## config.mk

```make
export PLATFORM = sky130hd
export DESIGN_NAME = pmux_port
export DESIGN_NICKNAME = d
export VERILOG_FILES = /design/src/rtl/pmux_pkg.sv /design/src/rtl/pmux_sync.sv /design/src/rtl/pmux_regs.sv /design/src/rtl/pmux_pin.sv /design/src/rtl/pmux_port.sv
export SDC_FILE = /design/constraint.sdc
export NUM_CORES = 1
export LEC_CHECK = 0
export ABC_CLOCK_PERIOD_IN_PS = 1180
export BUFFER_PORTS_ARGS = -buffer_cell sky130_fd_sc_hd__buf_4
export CAP_MARGIN = 10
export CELL_PAD_IN_SITES_DETAIL_PLACEMENT = 0
export CELL_PAD_IN_SITES_GLOBAL_PLACEMENT = 1
export CORE_MARGIN = 2
export CORE_UTILIZATION = 29
export CTS_CLUSTER_DIAMETER = 100
export DETAILED_ROUTE_END_ITERATION = 16
export PLACE_DENSITY_LB_ADDON = 0.25
export SLEW_MARGIN = 0
export SYNTH_ARGS = -nofsm -noshare
export SYNTH_HDL_FRONTEND = slang
export SYNTH_SLANG_ARGS = --single-unit
```

## constraint.sdc

```tcl
create_clock -name clk -period 1.18 [get_ports clk]
set_input_delay 0.059 -clock clk [delete_from_list [all_inputs] [get_ports clk]]
set_output_delay 0.059 -clock clk [all_outputs]
set_load 0.02 [all_outputs]
```

## src/rtl/pmux_pkg.sv

```systemverilog
package pmux_pkg;
    localparam logic [3:0] ADDR_DIR     = 4'd0;
    localparam logic [3:0] ADDR_OSRC_LO = 4'd1;
    localparam logic [3:0] ADDR_OSRC_HI = 4'd2;
    localparam logic [3:0] ADDR_ISA_LO  = 4'd3;
    localparam logic [3:0] ADDR_ISA_HI  = 4'd4;
    localparam logic [3:0] ADDR_ISB_LO  = 4'd5;
    localparam logic [3:0] ADDR_ISB_HI  = 4'd6;
    localparam logic [3:0] ADDR_DATA    = 4'd7;
    localparam logic [3:0] ADDR_GUSE    = 4'd8;
    localparam logic [3:0] ADDR_ALTSEL  = 4'd9;
    localparam logic [3:0] ADDR_PADST   = 4'd10;
    localparam logic [3:0] ADDR_IRQST   = 4'd11;
    localparam logic [3:0] ADDR_PULLUP  = 4'd12;
    localparam int         ADDR_LAST    = 12;

    typedef enum logic [1:0] {FN_PRI, FN_ALT, FN_GPIO} pin_fn_e;
    typedef enum logic [1:0] {OSRC_FBA, OSRC_FBB, OSRC_FBC, OSRC_DATA} out_src_e;
    typedef enum logic [1:0] {ISRC_PAD, ISRC_IRQ, ISRC_LOW, ISRC_HIGH} in_src_e;

    function automatic logic route_in(in_src_e s, logic pad, logic irq);
        case (s)
            ISRC_PAD: return pad;
            ISRC_IRQ: return irq;
            ISRC_LOW: return 1'b0;
            default:  return 1'b1;
        endcase
    endfunction
endpackage

```

## src/rtl/pmux_sync.sv

```systemverilog
module pmux_sync #(
    parameter int W = 32
) (
    input  logic         clk,
    input  logic         rst_n,
    input  logic [W-1:0] d,
    output logic [W-1:0] q
);
    logic [W-1:0] stage1, stage2;

    always_ff @(posedge clk or negedge rst_n) begin
        if (!rst_n) begin
            stage1 <= '0;
            stage2 <= '0;
        end else begin
            stage1 <= d;
            stage2 <= stage1;
        end
    end

    assign q = stage2;
endmodule

```

## src/rtl/pmux_regs.sv

```systemverilog
module pmux_regs
    import pmux_pkg::*;
#(
    parameter int NPINS  = 32,
    parameter int ADDR_W = 4
) (
    input  logic               clk,
    input  logic               rst_n,
    input  logic               wr_en,
    input  logic [ADDR_W-1:0]  addr,
    input  logic [NPINS-1:0]   wr_data,
    input  logic [NPINS-1:0]   pad_sync,
    input  logic [NPINS-1:0]   irq_status,
    output logic [NPINS-1:0]   rd_data,
    output logic [NPINS-1:0]   dir_q,
    output logic [NPINS-1:0]   data_q,
    output logic [NPINS-1:0]   guse_q,
    output logic [NPINS-1:0]   altsel_q,
    output logic [NPINS-1:0]   pullup_q,
    output logic [2*NPINS-1:0] osrc_f,
    output logic [2*NPINS-1:0] isa_f,
    output logic [2*NPINS-1:0] isb_f
);
    logic [NPINS-1:0] osrc_lo, osrc_hi, isa_lo, isa_hi, isb_lo, isb_hi;

    always_ff @(posedge clk or negedge rst_n) begin
        if (!rst_n) begin
            dir_q    <= '0;
            data_q   <= '0;
            guse_q   <= '0;
            altsel_q <= '0;
            pullup_q <= '0;
            osrc_lo  <= '0;
            osrc_hi  <= '0;
            isa_lo   <= '0;
            isa_hi   <= '0;
            isb_lo   <= '0;
            isb_hi   <= '0;
        end else if (wr_en) begin
            case (addr)
                ADDR_DIR:     dir_q    <= wr_data;
                ADDR_OSRC_LO: osrc_lo  <= wr_data;
                ADDR_OSRC_HI: osrc_hi  <= wr_data;
                ADDR_ISA_LO:  isa_lo   <= wr_data;
                ADDR_ISA_HI:  isa_hi   <= wr_data;
                ADDR_ISB_LO:  isb_lo   <= wr_data;
                ADDR_ISB_HI:  isb_hi   <= wr_data;
                ADDR_DATA:    data_q   <= wr_data;
                ADDR_GUSE:    guse_q   <= wr_data;
                ADDR_ALTSEL:  altsel_q <= wr_data;
                ADDR_PULLUP:  pullup_q <= wr_data;
                default: ;
            endcase
        end
    end

    always_comb begin
        rd_data = '0;
        case (addr)
            ADDR_DIR:     rd_data = dir_q;
            ADDR_OSRC_LO: rd_data = osrc_lo;
            ADDR_OSRC_HI: rd_data = osrc_hi;
            ADDR_ISA_LO:  rd_data = isa_lo;
            ADDR_ISA_HI:  rd_data = isa_hi;
            ADDR_ISB_LO:  rd_data = isb_lo;
            ADDR_ISB_HI:  rd_data = isb_hi;
            ADDR_DATA:    rd_data = data_q;
            ADDR_GUSE:    rd_data = guse_q;
            ADDR_ALTSEL:  rd_data = altsel_q;
            ADDR_PADST:   rd_data = pad_sync;
            ADDR_IRQST:   rd_data = irq_status;
            ADDR_PULLUP:  rd_data = pullup_q;
            default:      rd_data = '0;
        endcase
    end

    // The low word holds pins 0..NPINS/2-1 and the high word the rest,
    // so pin n lands at bits [2n+1:2n] of the concatenation.
    assign osrc_f = {osrc_hi, osrc_lo};
    assign isa_f  = {isa_hi, isa_lo};
    assign isb_f  = {isb_hi, isb_lo};
endmodule

```

## src/rtl/pmux_pin.sv

```systemverilog
module pmux_pin
    import pmux_pkg::*;
(
    input  logic       gpio_sel,
    input  logic       alt_sel,
    input  logic       dir,
    input  logic       data,
    input  logic [1:0] osrc,
    input  logic [1:0] isa,
    input  logic [1:0] isb,
    input  logic       pri_o,
    input  logic       pri_oe,
    input  logic       alt_o,
    input  logic       alt_oe,
    input  logic       fba_o,
    input  logic       fbb_o,
    input  logic       fbc_o,
    input  logic       pad_s,
    input  logic       irq,
    output logic       pad_o,
    output logic       pad_oen,
    output logic       fba_i,
    output logic       fbb_i
);
    pin_fn_e fn;

    always_comb begin
        if (gpio_sel)     fn = FN_GPIO;
        else if (alt_sel) fn = FN_ALT;
        else              fn = FN_PRI;
    end

    always_comb begin
        pad_o   = pri_o;
        pad_oen = pri_oe;
        unique case (fn)
            FN_PRI: begin
                pad_o   = pri_o;
                pad_oen = pri_oe;
            end
            FN_ALT: begin
                pad_o   = alt_o;
                pad_oen = alt_oe;
            end
            FN_GPIO: begin
                pad_oen = dir;
                unique case (out_src_e'(osrc))
                    OSRC_FBA:  pad_o = fba_o;
                    OSRC_FBB:  pad_o = fbb_o;
                    OSRC_FBC:  pad_o = fbc_o;
                    OSRC_DATA: pad_o = data;
                endcase
            end
            default: ;
        endcase
    end

    assign fba_i = route_in(in_src_e'(isa), pad_s, irq);
    assign fbb_i = route_in(in_src_e'(isb), pad_s, irq);
endmodule

```

## src/rtl/pmux_port.sv

```systemverilog
module pmux_port
    import pmux_pkg::*;
#(
    parameter int NPINS  = 32,
    parameter int ADDR_W = 4
) (
    input  logic              clk,
    input  logic              rst_n,
    input  logic              bus_we,
    input  logic [ADDR_W-1:0] bus_addr,
    input  logic [NPINS-1:0]  bus_wdata,
    output logic [NPINS-1:0]  bus_rdata,
    input  logic [NPINS-1:0]  pad_in,
    output logic [NPINS-1:0]  pad_out,
    output logic [NPINS-1:0]  pad_oe,
    output logic [NPINS-1:0]  pad_pu,
    input  logic [NPINS-1:0]  pri_out,
    input  logic [NPINS-1:0]  pri_oe,
    input  logic [NPINS-1:0]  alt_out,
    input  logic [NPINS-1:0]  alt_oe,
    input  logic [NPINS-1:0]  fba_out,
    input  logic [NPINS-1:0]  fbb_out,
    input  logic [NPINS-1:0]  fbc_out,
    output logic [NPINS-1:0]  fba_in,
    output logic [NPINS-1:0]  fbb_in,
    input  logic [NPINS-1:0]  irq_status
);
    localparam int FW = 2 * NPINS;

    logic [NPINS-1:0] pad_sync, dir_q, data_q, guse_q, altsel_q;
    logic [FW-1:0]    osrc_f, isa_f, isb_f;

    pmux_sync #(.W(NPINS)) u_sync (
        .clk (clk),
        .rst_n(rst_n),
        .d   (pad_in),
        .q   (pad_sync)
    );

    pmux_regs #(.NPINS(NPINS), .ADDR_W(ADDR_W)) u_regs (
        .clk       (clk),
        .rst_n     (rst_n),
        .wr_en     (bus_we),
        .addr      (bus_addr),
        .wr_data   (bus_wdata),
        .pad_sync  (pad_sync),
        .irq_status(irq_status),
        .rd_data   (bus_rdata),
        .dir_q     (dir_q),
        .data_q    (data_q),
        .guse_q    (guse_q),
        .altsel_q  (altsel_q),
        .pullup_q  (pad_pu),
        .osrc_f    (osrc_f),
        .isa_f     (isa_f),
        .isb_f     (isb_f)
    );

    for (genvar n = 0; n < NPINS; n++) begin : g_pin
        pmux_pin u_pin (
            .gpio_sel(guse_q[n]),
            .alt_sel (altsel_q[n]),
            .dir     (dir_q[n]),
            .data    (data_q[n]),
            .osrc    (osrc_f[2*n +: 2]),
            .isa     (isa_f[2*n +: 2]),
            .isb     (isb_f[2*n +: 2]),
            .pri_o   (pri_out[n]),
            .pri_oe  (pri_oe[n]),
            .alt_o   (alt_out[n]),
            .alt_oe  (alt_oe[n]),
            .fba_o   (fba_out[n]),
            .fbb_o   (fbb_out[n]),
            .fbc_o   (fbc_out[n]),
            .pad_s   (pad_sync[n]),
            .irq     (irq_status[n]),
            .pad_o   (pad_out[n]),
            .pad_oen (pad_oe[n]),
            .fba_i   (fba_in[n]),
            .fbb_i   (fbb_in[n])
        );
    end
endmodule

```

== Word level (Yosys, flattened, before mapping) ==
Index checks and enable logic that the tools add are counted.
Word-level totals
  bits in registers: 416
  bits in latches: 0
  RAM bits: 0
  bits in read-only memories: 0
  input port bits: 327
  memories kept: 0
Operators by class
  add/subtract/negate cells: 0
  multiply operators: 0
  divide/modulo/power cells: 0
  order comparisons: 0
  eq/ne operators: 300
  shifts and indexed selects: 0
  muxes and demuxes: 225
  bitwise operators: 0
  reduce and logical (&&, ||, !) cells: 108
Operators by type and width (number)
  32-bit case mux with 13 select lines: 1
  2-bit == test (second input constant): 160
  2-bit by 1-bit == test with 1-bit output (second input constant): 128
  2-bit logical NOT: 96
  1-bit case mux with 3 select lines: 64
  1-bit case mux with 2 select lines: 64
  1-bit case mux with 4 select lines: 32
  2-bit two-way mux: 32
  1-bit two-way mux: 32
  2-bit AND reduction: 11
  4-bit == test (second input constant): 5
  4-bit by 3-bit == test with 1-bit output (second input constant): 4
  4-bit by 2-bit == test with 1-bit output (second input constant): 2
  4-bit by 1-bit == test with 1-bit output (second input constant): 1
  4-bit logical NOT: 1

== Depth between registers and ports, before layout ==
Gate-level depths: netlist (run 1).
  depth after elaboration: 4
  depth in mapped cells: 7

== Hierarchy ==
A second synthesis (run 1) with hierarchy kept.
Unflattened totals
  cells, all modules: 1676
  area, all modules: 20966.4 um^2
Modules (own cells, without submodules)
  pmux_regs: times used 1, cells each 1100, area each 15561.2 um^2, sequential area each 8808.4 um^2
  pmux_pin: times used 32, cells each 16, area each 118.9 um^2, sequential area each 0.0 um^2
  pmux_sync: times used 1, cells each 64, area each 1601.5 um^2, sequential area each 1601.5 um^2

== Worst setup path after synthesis (run 1) ==
OpenSTA, ideal clock, no wires.
  path kind: in2out
  start: in bus_addr[0]
  end: out bus_rdata[10]
  data arrival time: 1376 ps
  slack: -255 ps
  cell stages on the path: 7
  path buffers: 3
  path through: buf_4 -> and4bb_2 -> buf_2 -> buf_2 -> a222oi_1 -> and3_1 -> nand4_1
Between the ends
  word-level cells in the longest chain between the ends: 2
RTL lines
  from (decl): RTL line pmux_port.sv:10  | input logic [ADDR_W-1:0] bus_addr,
  4-bit == test, or another cell as far along: RTL line pmux_regs.sv:59  | case (addr)
  32-bit case mux with 13 select lines (*): RTL line pmux_regs.sv:59
  to (decl): RTL line pmux_port.sv:12  | output logic [NPINS-1:0] bus_rdata,
Every way passes the cells marked *; elsewhere a longest branch is shown, timed or not.

== Final worst setup path (run 1) ==
  start: reg u_regs.isb_lo[13]
  end: out bus_rdata[13]
Between the ends
  word-level cells in the longest chain between the ends: 1
RTL lines
  from (decl): RTL line pmux_regs.sv:24  | logic [NPINS-1:0] osrc_lo, osrc_hi, isa_lo, isa_hi, isb_lo, isb_hi;
  from (signal assigned): RTL line pmux_regs.sv:46  | ADDR_ISB_LO: isb_lo <= wr_data;
  32-bit case mux with 13 select lines: RTL line pmux_regs.sv:59
No other way between the ends.

==> results of run 1 <==
[Yosys cell counts (all sizes together)]
cell | n | share of area [%]
a22o | 7 | 0.29
buf | 209 | 6.8
a222oi | 32 | 1.5
nand2b | 33 | 0.98
clkbuf | 35 | 0.63
mux4 | 32 | 3.4
nand3 | 7 | 0.17
o21ai | 161 | 3.8
nor2 | 31 | 0.55
a22oi | 146 | 5.2
nand4 | 25 | 0.74
nand2 | 137 | 2.5
and4b | 2 | 0.095
a221oi | 7 | 0.29
nor4bb | 1 | 0.12
and4bb | 5 | 0.30
and3 | 32 | 0.95
dfrtp | 416 | 49
nor4 | 1 | 0.10
mux2 | 352 | 19
nor4b | 4 | 0.45
mux2i | 64 | 3.0
[kinds of logic after synthesis]
family / after synthesis / share of synthesized area (%)
multiplexers: 448 / 25.2
flip-flops: 416 / 49.3
AO/OA/AOI/OAI: 353 / 11.1
AND/OR/NAND/NOR: 278 / 6.98
buffers and inverters: 244 / 7.43
[state kept, by name, summed over array words and instances, names as in the netlist]
register	flops
u_regs.dir_q	32
u_regs.guse_q	32
u_sync.q	32
u_regs.altsel_q	32
u_regs.osrc_hi	32
u_regs.isb_lo	32
u_regs.pullup_q	32
u_sync.stage1	32
u_regs.isa_lo	32
u_regs.data_q	32
u_regs.isa_hi	32
u_regs.isb_hi	32
u_regs.osrc_lo	32
[repair_timing]
item	4_1_cts	5_1_grt
hold buffers	66	1
resized for setup	480	203
endpoints found under the setup margin	192	226
endpoints found under the hold margin	800	11
setup buffers	42	35
pin swaps	144	120
[cell type report]
class / count / area share (%)
well taps: 950 / 3.55
multi-input cells: 1079 / 32.9
flip-flops and latches: 416 / 31.3
repair buffers: 986 / 27.1
clock buffers: 77 / 4.52
clock inverters: 15 / 0.598
[power groups by stage]
stage / combinational, mW / clock [mW] / sequential [mW]
6_report: 21.5 / 16.1 / 20.7
3_3_place_gp: 18.0 / 0 / 20.5
3_5_place_dp: 18.2 / 0 / 20.5
4_1_cts: 20.6 / 16.4 / 20.5
5_1_grt: 22.7 / 17.0 / 21.0
2_1_floorplan: 10.0 / 0 / 19.9
[worst min-delay path by stage]
stage / startpoint / end / slack [ns]
floorplan: rst_n / u_regs.altsel_q[0] / -0.24
global route: bus_we / u_regs.isb_lo[10] / 0.06
global placement: rst_n / u_sync.stage1[30] / -0.08
CTS: bus_we / u_regs.isb_lo[10] / 0.05
finish: bus_we / u_regs.isb_lo[10] / 0.07
detailed placement: rst_n / u_sync.stage1[30] / -0.08
[critical path, delay by kind of cell, from the launching register on]
family	cells	cell delay (ns)
and+or+nand+nor	2	0.40
AOI/OAI and AO/OA	1	0.44
DFF	1	0.40
buffers and inverters	1	0.19
[per-stage QoR]
stage                     TNS [ns]  hold slack (ns)
after floorplan             -28.34           -0.237
after detailed placement   -185.88          -0.0792
after CTS                   -93.69           0.0489
final                       -86.48           0.0687
after global routing        -98.64           0.0649
after global placement     -173.99          -0.0786
[layer usage]
layer | global-route usage, % | part of all wire, %
met1 | 34.1 | 43
met3 | 4.06 | 6.3
met5 | 0 | 0.052
met2 | 40.9 | 48
met4 | 6.95 | 3.0
==> run_results.csv, run 1 <==
group,metric,value,unit
layout,instances_no_fill,3523,
synth,syn_nets,2066,
synth,syn_area,0.0211,mm²
layout,nets,2860,
cts,cts.clk_slew.worst_paths,0.06,ns
cts,cts-root-buf,"clkbuf_16",
layout,final_util,46.6,%
pwr,p_per_area,1740,mW/mm²
pwr,power_frac_comb,36.9,%
layout,antennaDiodeCount,0,
floorplan,die_x,274,µm
sta,rsz0062_at_grt,"true",
floorplan,die_area,0.0750,mm²
cts,clock_sinks,416,
worst_setup_path,endpoint,"bus_rdata[13]",
detailed_routing,vias,18309,
run,cap_violations,0,
synth,syn_area_per_cell,12.1,µm²
detailed_routing,postRouteAntennaNets,0,
layout,multi_input_area,0.0110,mm²
layout,layout_commonest_cell,"buf_4",
sta,slew_headroom,47.1,%
detailed_routing,wl_per_cell,27.3,µm
floorplan,ios,519,
synth,synthCells,1739,
layout,seqCellArea,0.0105,mm²
detailed_routing,drtPass1Iterations,6,
pwr,pwr-share-seq,35.5,%
global_route,grt.overflow.total,0,
global_route,grt_pass1_vias,19293,
worst_setup_path,critical_path_class,"reg2out",
status,violations,"setup timing",
global_route,grt_first_pass_wirelength,136000,µm
worst_setup_path,crit_chain,"a222oi_1 > and3_1 > nand4_1 > buf_6",
detailed_routing,drtIter0Drc,1398,
sta,clock.fmax,480,MHz
placed_design,gp_congestion,0.882,
detailed_routing,via_per_inst,5.20,
worst_setup_path,cp-start-kind,"flip-flop",
min_path,hold_depth,3,
placed_design,place_ws,-0.641,ns
pwr,clockPowerShare,27.6,%
layout,drive_gt1_share,64.7,%
pwr,switching_share,33.2,%
min_path,min_path_type,"in2reg",
pwr,peakVddDrop,0.00105,V
layout,stdcell_area,0.0335,mm²
sta,min_period_over_period,176,%
placed_design,placed_cells,3350,
floorplan,rows,98,
sta,final-hold-violation-count,0,
status,status,"finished, violations left",
synth,yosys_warnings,0,
sta,setup_violations,204,
synth,synth_cell_types,28,
global_route,antenna_found_initial,5,
placed_design,hpwl,71800,µm
pwr,power.total,58.3,mW
detailed_routing,drcViolationCount,0,
pwr,p_sw,19.4,mW
cts,cts_tree,"yes",
worst_setup_path,crit_path_end_kind,"primary output",
worst_setup_path,critPathMaxStageDelay,0.44,ns
floorplan,start_util,29.4,%
worst_setup_path,crit_arrival,2.02,ns
worst_setup_path,timing.rr.start,"u_regs.isb_lo[13]",
detailed_routing,drt_wl_total,96000,µm
sta,skew,0.00420,ns
sta,min_period,2.08,ns
pwr,intPower,39.0,mW
sta,worst_pin_slew,0.791,ns
synth,ys_seq_area_share,49.3,%
layout,mostFrequentLayoutCells,"651 x buf_4, 372 x dfrtp_1, 211 x buf_6, 189 x mux2_2, 161 x mux2_4",
global_route,grt_max_degree,83,
layout,area_growth,58.4,%
global_route,track_usage,25.0,%
placed_design,portBuffers,518,
pwr,p_leak,15.6,nW
floorplan,dieHeight,274,µm
worst_setup_path,slowest_stage,"a222oi_1",
sta,postLayoutSetupSlackWorst,-0.901,ns
cts,clk_latency,0.59,ns
cts,htree_levels,2,
worst_setup_path,worstPathRequired,1.12,ns
worst_setup_path,crit_start,"u_regs.isb_lo[13]",
worst_setup_path,r2r_cells,5,
cts,cts_inserted_buffers,50,
placed_design,placed_cell_area,0.0290,mm²
worst_setup_path,r2r-end,"u_regs.isb_lo[13]",
sta,drv_slew,0,
cts,cts.path.max_buffers,3,
synth,synth-seq-cells,416,
floorplan,coreArea,0.0719,mm²
layout,fill_cells,6614,
worst_setup_path,critPathMaxFanout,2,
worst_setup_path,r2r_slack,-0.04,ns
(Power assumes the default switching activity.)
==> run 2, diff against run 1 <==
--- a/config.mk
+++ b/config.mk
@@ -5,6 +5,7 @@
 export SDC_FILE = /design/constraint.sdc
 export NUM_CORES = 1
 export LEC_CHECK = 0
+export ABC_AREA = 1
 export ABC_CLOCK_PERIOD_IN_PS = 1180
 export BUFFER_PORTS_ARGS = -buffer_cell sky130_fd_sc_hd__buf_4
 export CAP_MARGIN = 10
==> run_results.csv, run 2 <==
group,metric,value,unit
layout,nets,4203,
floorplan,dieHeight,283,µm
worst_setup_path,cp-start-kind,"flip-flop",
layout,drive_gt1_share,46.4,%
worst_setup_path,critPathMaxFanout,3,
worst_setup_path,worstPathRequired,1.12,ns
pwr,intPower,37.5,mW
detailed_routing,drtIter0Drc,2430,
worst_setup_path,critPathMaxStageDelay,0.43,ns
global_route,grt_first_pass_wirelength,162000,µm
cts,cts_tree,"yes",
global_route,grt_max_degree,69,
global_route,grt_pass1_vias,23542,
layout,mostFrequentLayoutCells,"774 x nand2_1, 521 x buf_4, 362 x buf_6, 358 x o21ai_0, 318 x dfrtp_1",
global_route,grt.overflow.total,0,
floorplan,start_util,29.2,%
pwr,p_per_area,1600,mW/mm²
layout,final_util,47.8,%
synth,synth_commonest_cells,"968 x nand2_1, 511 x nand3_1, 421 x o21ai_0",
floorplan,die_x,283,µm
floorplan,coreArea,0.0772,mm²
detailed_routing,drtPass1Iterations,5,
synth,synth-seq-cells,416,
worst_setup_path,crit_path_end_kind,"primary output",
min_path,hold_depth,4,
floorplan,rows,102,
placed_design,gp_congestion,0.903,
synth,yosys_warnings,0,
cts,htree_levels,2,
detailed_routing,drt_wl_total,115000,µm
global_route,antenna_found_initial,13,
sta,final-hold-violation-count,0,
worst_setup_path,critical_path_class,"reg2out",
status,violations,"setup timing",
pwr,power_frac_comb,37.2,%
synth,synth.most_common_cell,"nand2_1",
layout,instances_no_fill,4963,
synth,syn_nets,3426,
sta,worst_pin_slew,0.540,ns
worst_setup_path,r2r_cells,4,
detailed_routing,postRouteAntennaNets,0,
detailed_routing,via_per_inst,5.04,
synth,synth_top_area_cell,"dfrtp_1",
status,status,"finished, violations left",
placed_design,place_ws,-0.518,ns
worst_setup_path,r2r_slack,0.21,ns
floorplan,ios,519,
synth,synth_edf_count,0,
run,cap_violations,0,
cts,clk_latency,0.62,ns
synth,yosysTopAreaCellShare,46.2,%
detailed_routing,vias,24994,
cts,cts_inserted_buffers,49,
synth,ys_seq_area_share,46.2,%
layout,layout_commonest_cell,"nand2_1",
sta,rsz0062_at_grt,"true",
sta,drv_slew,0,
synth,synth-async-reset-ratio,100,%
sta,postLayoutSetupSlackWorst,-0.670,ns
min_path,min_path_type,"in2reg",
sta,min_period_over_period,157,%
sta,setup_violations,192,
sta,clock.fmax,540,MHz
synth,synthCells,3099,
placed_design,portBuffers,518,
min_path,hold_end,"u_regs.isa_hi[4]",
cts,cts-root-buf,"clkbuf_16",
sta,slew_headroom,64.0,%
pwr,peakVddDrop,0.00107,V
worst_setup_path,crit_arrival,1.79,ns
worst_setup_path,crit_chain,"nand3_1 > nand4_1 > nand2_2 > nand3_2 > buf_6",
worst_setup_path,r2r-end,"u_regs.altsel_q[22]",
cts,cts.clk_slew.worst_paths,0.06,ns
detailed_routing,drcViolationCount,0,
synth,synth_cell_types,22,
pwr,power.total,59.2,mW
global_route,track_usage,28.1,%
synth,yosys-top-cells-area,"dfrtp_1 46%, nand2_1 16%, nand3_1 11%",
synth,syn_area,0.0225,mm²
sta,skew,0.0246,ns
cts,clock_sinks,416,
placed_design,hpwl,88100,µm
sta,min_period,1.85,ns
pwr,pwr-share-seq,34.8,%
placed_design,placed_cells,4730,
layout,area_growth,63.9,%
min_path,hold_start,"bus_we",
cts,cts.path.max_buffers,3,
pwr,p_leak,17.9,nW
worst_setup_path,timing.rr.start,"u_regs.altsel_q[22]",
pwr,clockPowerShare,28.0,%
detailed_routing,wl_per_cell,23.1,µm
pwr,p_sw,21.7,mW
layout,fill_cells,7713,
synth,synthFlopType,"dfrtp_1",
synth,syn_area_per_cell,7.27,µm²
floorplan,die_area,0.0800,mm²
worst_setup_path,slowest_stage,"dfrtp_1",
pwr,switching_share,36.6,%
[run 2: cell count changes in the layout (fill, tap and decap cells not counted), sizes merged, moves of 146 or more]
cell,delta
nand2,+840
nand3,+506
mux2,-352
o21ai,+271
inv,+227
a22oi,-146
[run 2: layer usage]
layer / routed length [µm] / track usage (%) / vias up / share of wire [%]
met3: 11900 / 8.04 / 145 / 10
li1: - / - / 11581 / -
met2: 49000 / 40.9 / 1108 / 43
met4: 3320 / 7.83 / 10 / 2.9
met5: 124 / 0.672 / - / 0.11
met1: 50400 / 40.3 / 12150 / 44
[run 2: cells by family after synthesis]
group           after synthesis  share of synthesized area (%)
simple gates               1699                           32.3
compound gates              464                           10.5
buf+inv                     520                           11.1
flops                       416                           46.2
[run 2: worst max-delay path by stage]
stage | start | to | slack, ns | depth (start not counted)
after global routing | u_regs.osrc_lo[31] | pad_out[15] | -0.73 | 5
after CTS | u_regs.osrc_lo[30] | pad_out[15] | -0.68 | 5
after global placement | bus_addr[1] | bus_rdata[26] | -0.52 | 11
after detailed placement | bus_addr[2] | bus_rdata[30] | -0.52 | 12
after floorplan | bus_addr[0] | bus_rdata[18] | 0.03 | 8
final | u_regs.data_q[15] | pad_out[15] | -0.67 | 5
[run 2: stage by stage]
step                cell area, µm²  hold slack [ns]  setup TNS [ns]
global route                 36900           0.0854          -85.54
finish                       36900           0.0561          -76.05
detailed placement           29700          -0.0537          -79.46
floorplan                    22500           -0.237               0
global placement             29700          -0.0508          -75.96
CTS                          35100           0.0334          -79.99
[run 2: power groups by stage]
stage / sequential (mW) / clock, mW / combinational (mW)
after floorplan: 19.4 / 0 / 8.36
after global placement: 20.2 / 0 / 16.1
after detailed placement: 20.2 / 0 / 16.3
after CTS: 20.3 / 16.8 / 20.0
after global routing: 20.8 / 17.4 / 23.7
final: 20.6 / 16.6 / 22.0
[run 2: timing repair]
item,CTS,global route
endpoints found under the setup margin,192,192
hold buffers,66,0
pin swaps,298,264
buffers inserted,39,81
resized for setup,883,498
cloned,0,0
hold endpoints to repair,786,0
[run 2: critical path, delay by kind of cell, from the launching register on]
kind          cells  cell delay, ns
simple gates      4            0.60
buf+inv           1            0.13
flops             1            0.43
[run 2: layout make-up]
cell class | instances | area, µm² | area share [%]
diodes | 7 | 17.5 | 0.0474
clock buffers | 71 | 1460 | 3.95
clock inverters | 20 | 282 | 0.762
inverters | 228 | 1010 | 2.73
multi-input cells | 2163 | 12300 | 33.3
flip-flops and latches | 416 | 10500 | 28.5
well taps | 1040 | 1300 | 3.52
repair buffers | 1018 | 10000 | 27.1
==> run 3, diff against run 2 <==
--- a/config.mk
+++ b/config.mk
@@ -16,6 +16,7 @@
 export CTS_CLUSTER_DIAMETER = 100
 export DETAILED_ROUTE_END_ITERATION = 16
 export PLACE_DENSITY_LB_ADDON = 0.25
+export REMOVE_ABC_BUFFERS = 1
 export SLEW_MARGIN = 0
 export SYNTH_ARGS = -nofsm -noshare
 export SYNTH_HDL_FRONTEND = slang
==> run_results.csv, run 3 (synthesis results as in run 2) <==
group,metric,value,unit
cts,cts_inserted_buffers,51,
pwr,pwr-share-seq,36.3,%
placed_design,gp_congestion,0.841,
worst_setup_path,critical_path_class,"reg2out",
layout,layout_commonest_cell,"nand2_1",
placed_design,place_ws,-0.334,ns
pwr,p_sw,19.9,mW
detailed_routing,drtIter0Drc,1497,
floorplan,die_area,0.0800,mm²
floorplan,dieHeight,283,µm
cts,cts.path.max_buffers,3,
detailed_routing,drtPass1Iterations,5,
cts,clk_latency,0.59,ns
worst_setup_path,r2r_cells,4,
pwr,peakVddDrop,0.00107,V
sta,holdWs,0.0484,ns
worst_setup_path,cp-start-kind,"flip-flop",
cts,cts.clk_slew.worst_paths,0.06,ns
pwr,p_per_area,1590,mW/mm²
floorplan,rows,102,
global_route,antenna_found_initial,7,
min_path,min_path_type,"in2reg",
sta,setup_violations,192,
detailed_routing,drt_wl_total,105000,µm
pwr,p_leak,17.3,nW
detailed_routing,wl_per_cell,21.6,µm
pwr,switching_share,35.5,%
sta,postLayoutSetupSlackWorst,-0.575,ns
placed_design,portBuffers,518,
global_route,grt_max_degree,57,
worst_setup_path,crit_arrival,1.70,ns
worst_setup_path,crit_path_end_kind,"primary output",
floorplan,coreArea,0.0772,mm²
layout,area_growth,56.2,%
cts,clock_sinks,416,
sta,min_period,1.75,ns
detailed_routing,drcViolationCount,0,
layout,stdcell_area,0.0352,mm²
pwr,power_frac_comb,34.6,%
worst_setup_path,timing.rr.start,"u_regs.isa_lo[20]",
pwr,intPower,36.2,mW
run,cap_violations,0,
min_path,hold_start,"bus_wdata[24]",
cts,cts-root-buf,"clkbuf_16",
worst_setup_path,critPathMaxStageDelay,0.46,ns
detailed_routing,via_per_inst,4.86,
sta,skew,0.00593,ns
worst_setup_path,cp_common_cell,"nand3_2",
sta,min_period_over_period,149,%
worst_setup_path,r2r-end,"u_regs.isa_lo[20]",
global_route,grt_first_pass_wirelength,152000,µm
sta,rsz0062_at_grt,"true",
global_route,grt_pass1_vias,23162,
layout,nets,4108,
sta,final-hold-violation-count,0,
sta,worst_pin_slew,0.490,ns
sta,drv_slew,0,
floorplan,start_util,29.2,%
placed_design,placed_cell_area,0.0288,mm²
min_path,hold_end,"u_regs.isa_hi[24]",
worst_setup_path,r2r_slack,0.23,ns
layout,drive_gt1_share,39.6,%
detailed_routing,vias,23610,
status,violations,"setup timing",
sta,setup_tns,-65.27,ns
sta,slew_headroom,67.2,%
worst_setup_path,crit_chain,"o211ai_1 > nand3_2 > nand3_2 > buf_6",
cts,htree_levels,2,
placed_design,hpwl,75400,µm
layout,mostFrequentLayoutCells,"862 x nand2_1, 472 x buf_4, 350 x o21ai_0, 345 x nand3_1, 317 x dfrtp_1",
cts,cts_tree,"yes",
status,status,"finished, violations left",
detailed_routing,postRouteAntennaNets,0,
floorplan,die_x,283,µm
worst_setup_path,slowest_stage,"dfrtp_2",
worst_setup_path,critPathMaxFanout,6,
min_path,hold_depth,3,
pwr,clockPowerShare,29.1,%
worst_setup_path,worstPathRequired,1.12,ns
global_route,track_usage,25.6,%
worst_setup_path,crit_start,"u_regs.osrc_lo[4]",
global_route,grt.overflow.total,0,
sta,clock.fmax,570,MHz
floorplan,ios,519,
## run 3: cell types whose count changed in the layout (fill, tap and decap cells not counted), moves of 36 or more
cell / delta
buf_4: -49
buf_6: -66
nand2_1: +88
nand2_2: -80
nand3_1: +56
nand3_2: -48
nor2_1: +36
## run 3: repair_timing
| item | CTS | global route |
|---|---|---|
| setup buffers | 74 | 65 |
| hold endpoints to repair | 789 | 7 |
| setup endpoints to repair | 192 | 195 |
| gates resized for setup | 667 | 335 |
| pin swaps | 242 | 154 |
| hold buffers | 65 | 1 |
## run 3: how the worst max path moves through the flow
stage | endpoint | slack, ns | cells past startpoint
after floorplan | u_regs.pullup_q[0] | -2.61 | 3
after CTS | pad_out[12] | -0.61 | 5
after global routing | pad_out[17] | -0.64 | 7
final | pad_out[2] | -0.57 | 4
after global placement | bus_rdata[20] | -0.32 | 12
after detailed placement | bus_rdata[20] | -0.33 | 11
## run 3: critical path, delay by kind of cell (launching register included)
family	cells	cell delay, ns
flops	1	0.46
compound gates	1	0.22
simple gates	2	0.28
buf+inv	1	0.12
## run 3: power by group through the flow
stage / clock [mW] / sequential [mW] / combinational [mW]
4_1_cts: 16.6 / 20.2 / 17.8
2_1_floorplan: 0 / 19.4 / 6.82
3_3_place_gp: 0 / 20.3 / 13.9
3_5_place_dp: 0 / 20.3 / 14.1
5_1_grt: 17.2 / 20.7 / 20.9
6_report: 16.3 / 20.4 / 19.4
## run 3: layout make-up
class                      count  area, µm²
antenna                        4       10.0
clock buffer                  76       1520
clock inverter                15        209
fill                        7742      42000
inverter                     228        960
multi-input combinational   2163      11400
sequential                   416      10500
tap                         1040       1300
timing repair buffer         921       9280
## run 3: metrics by stage
stage	std cells	utilization [%]	power, mW
floorplan	2807	-	26.2
global placement	4578	37.3	34.3
detailed placement	4578	37.3	34.4
CTS	4808	43.7	54.6
global route	4863	45.6	58.9
finish	4863	45.6	56.1
## run 3: layer usage
metal  GRT usage (%)  vias to the layer above  wire [µm]
met2            45.4                      639      52900
met4            5.36                        6       2110
li1                -                    11381          -
met5               0                        -         41
met1            33.0                    11470      44200
met3            3.70                      114       5630
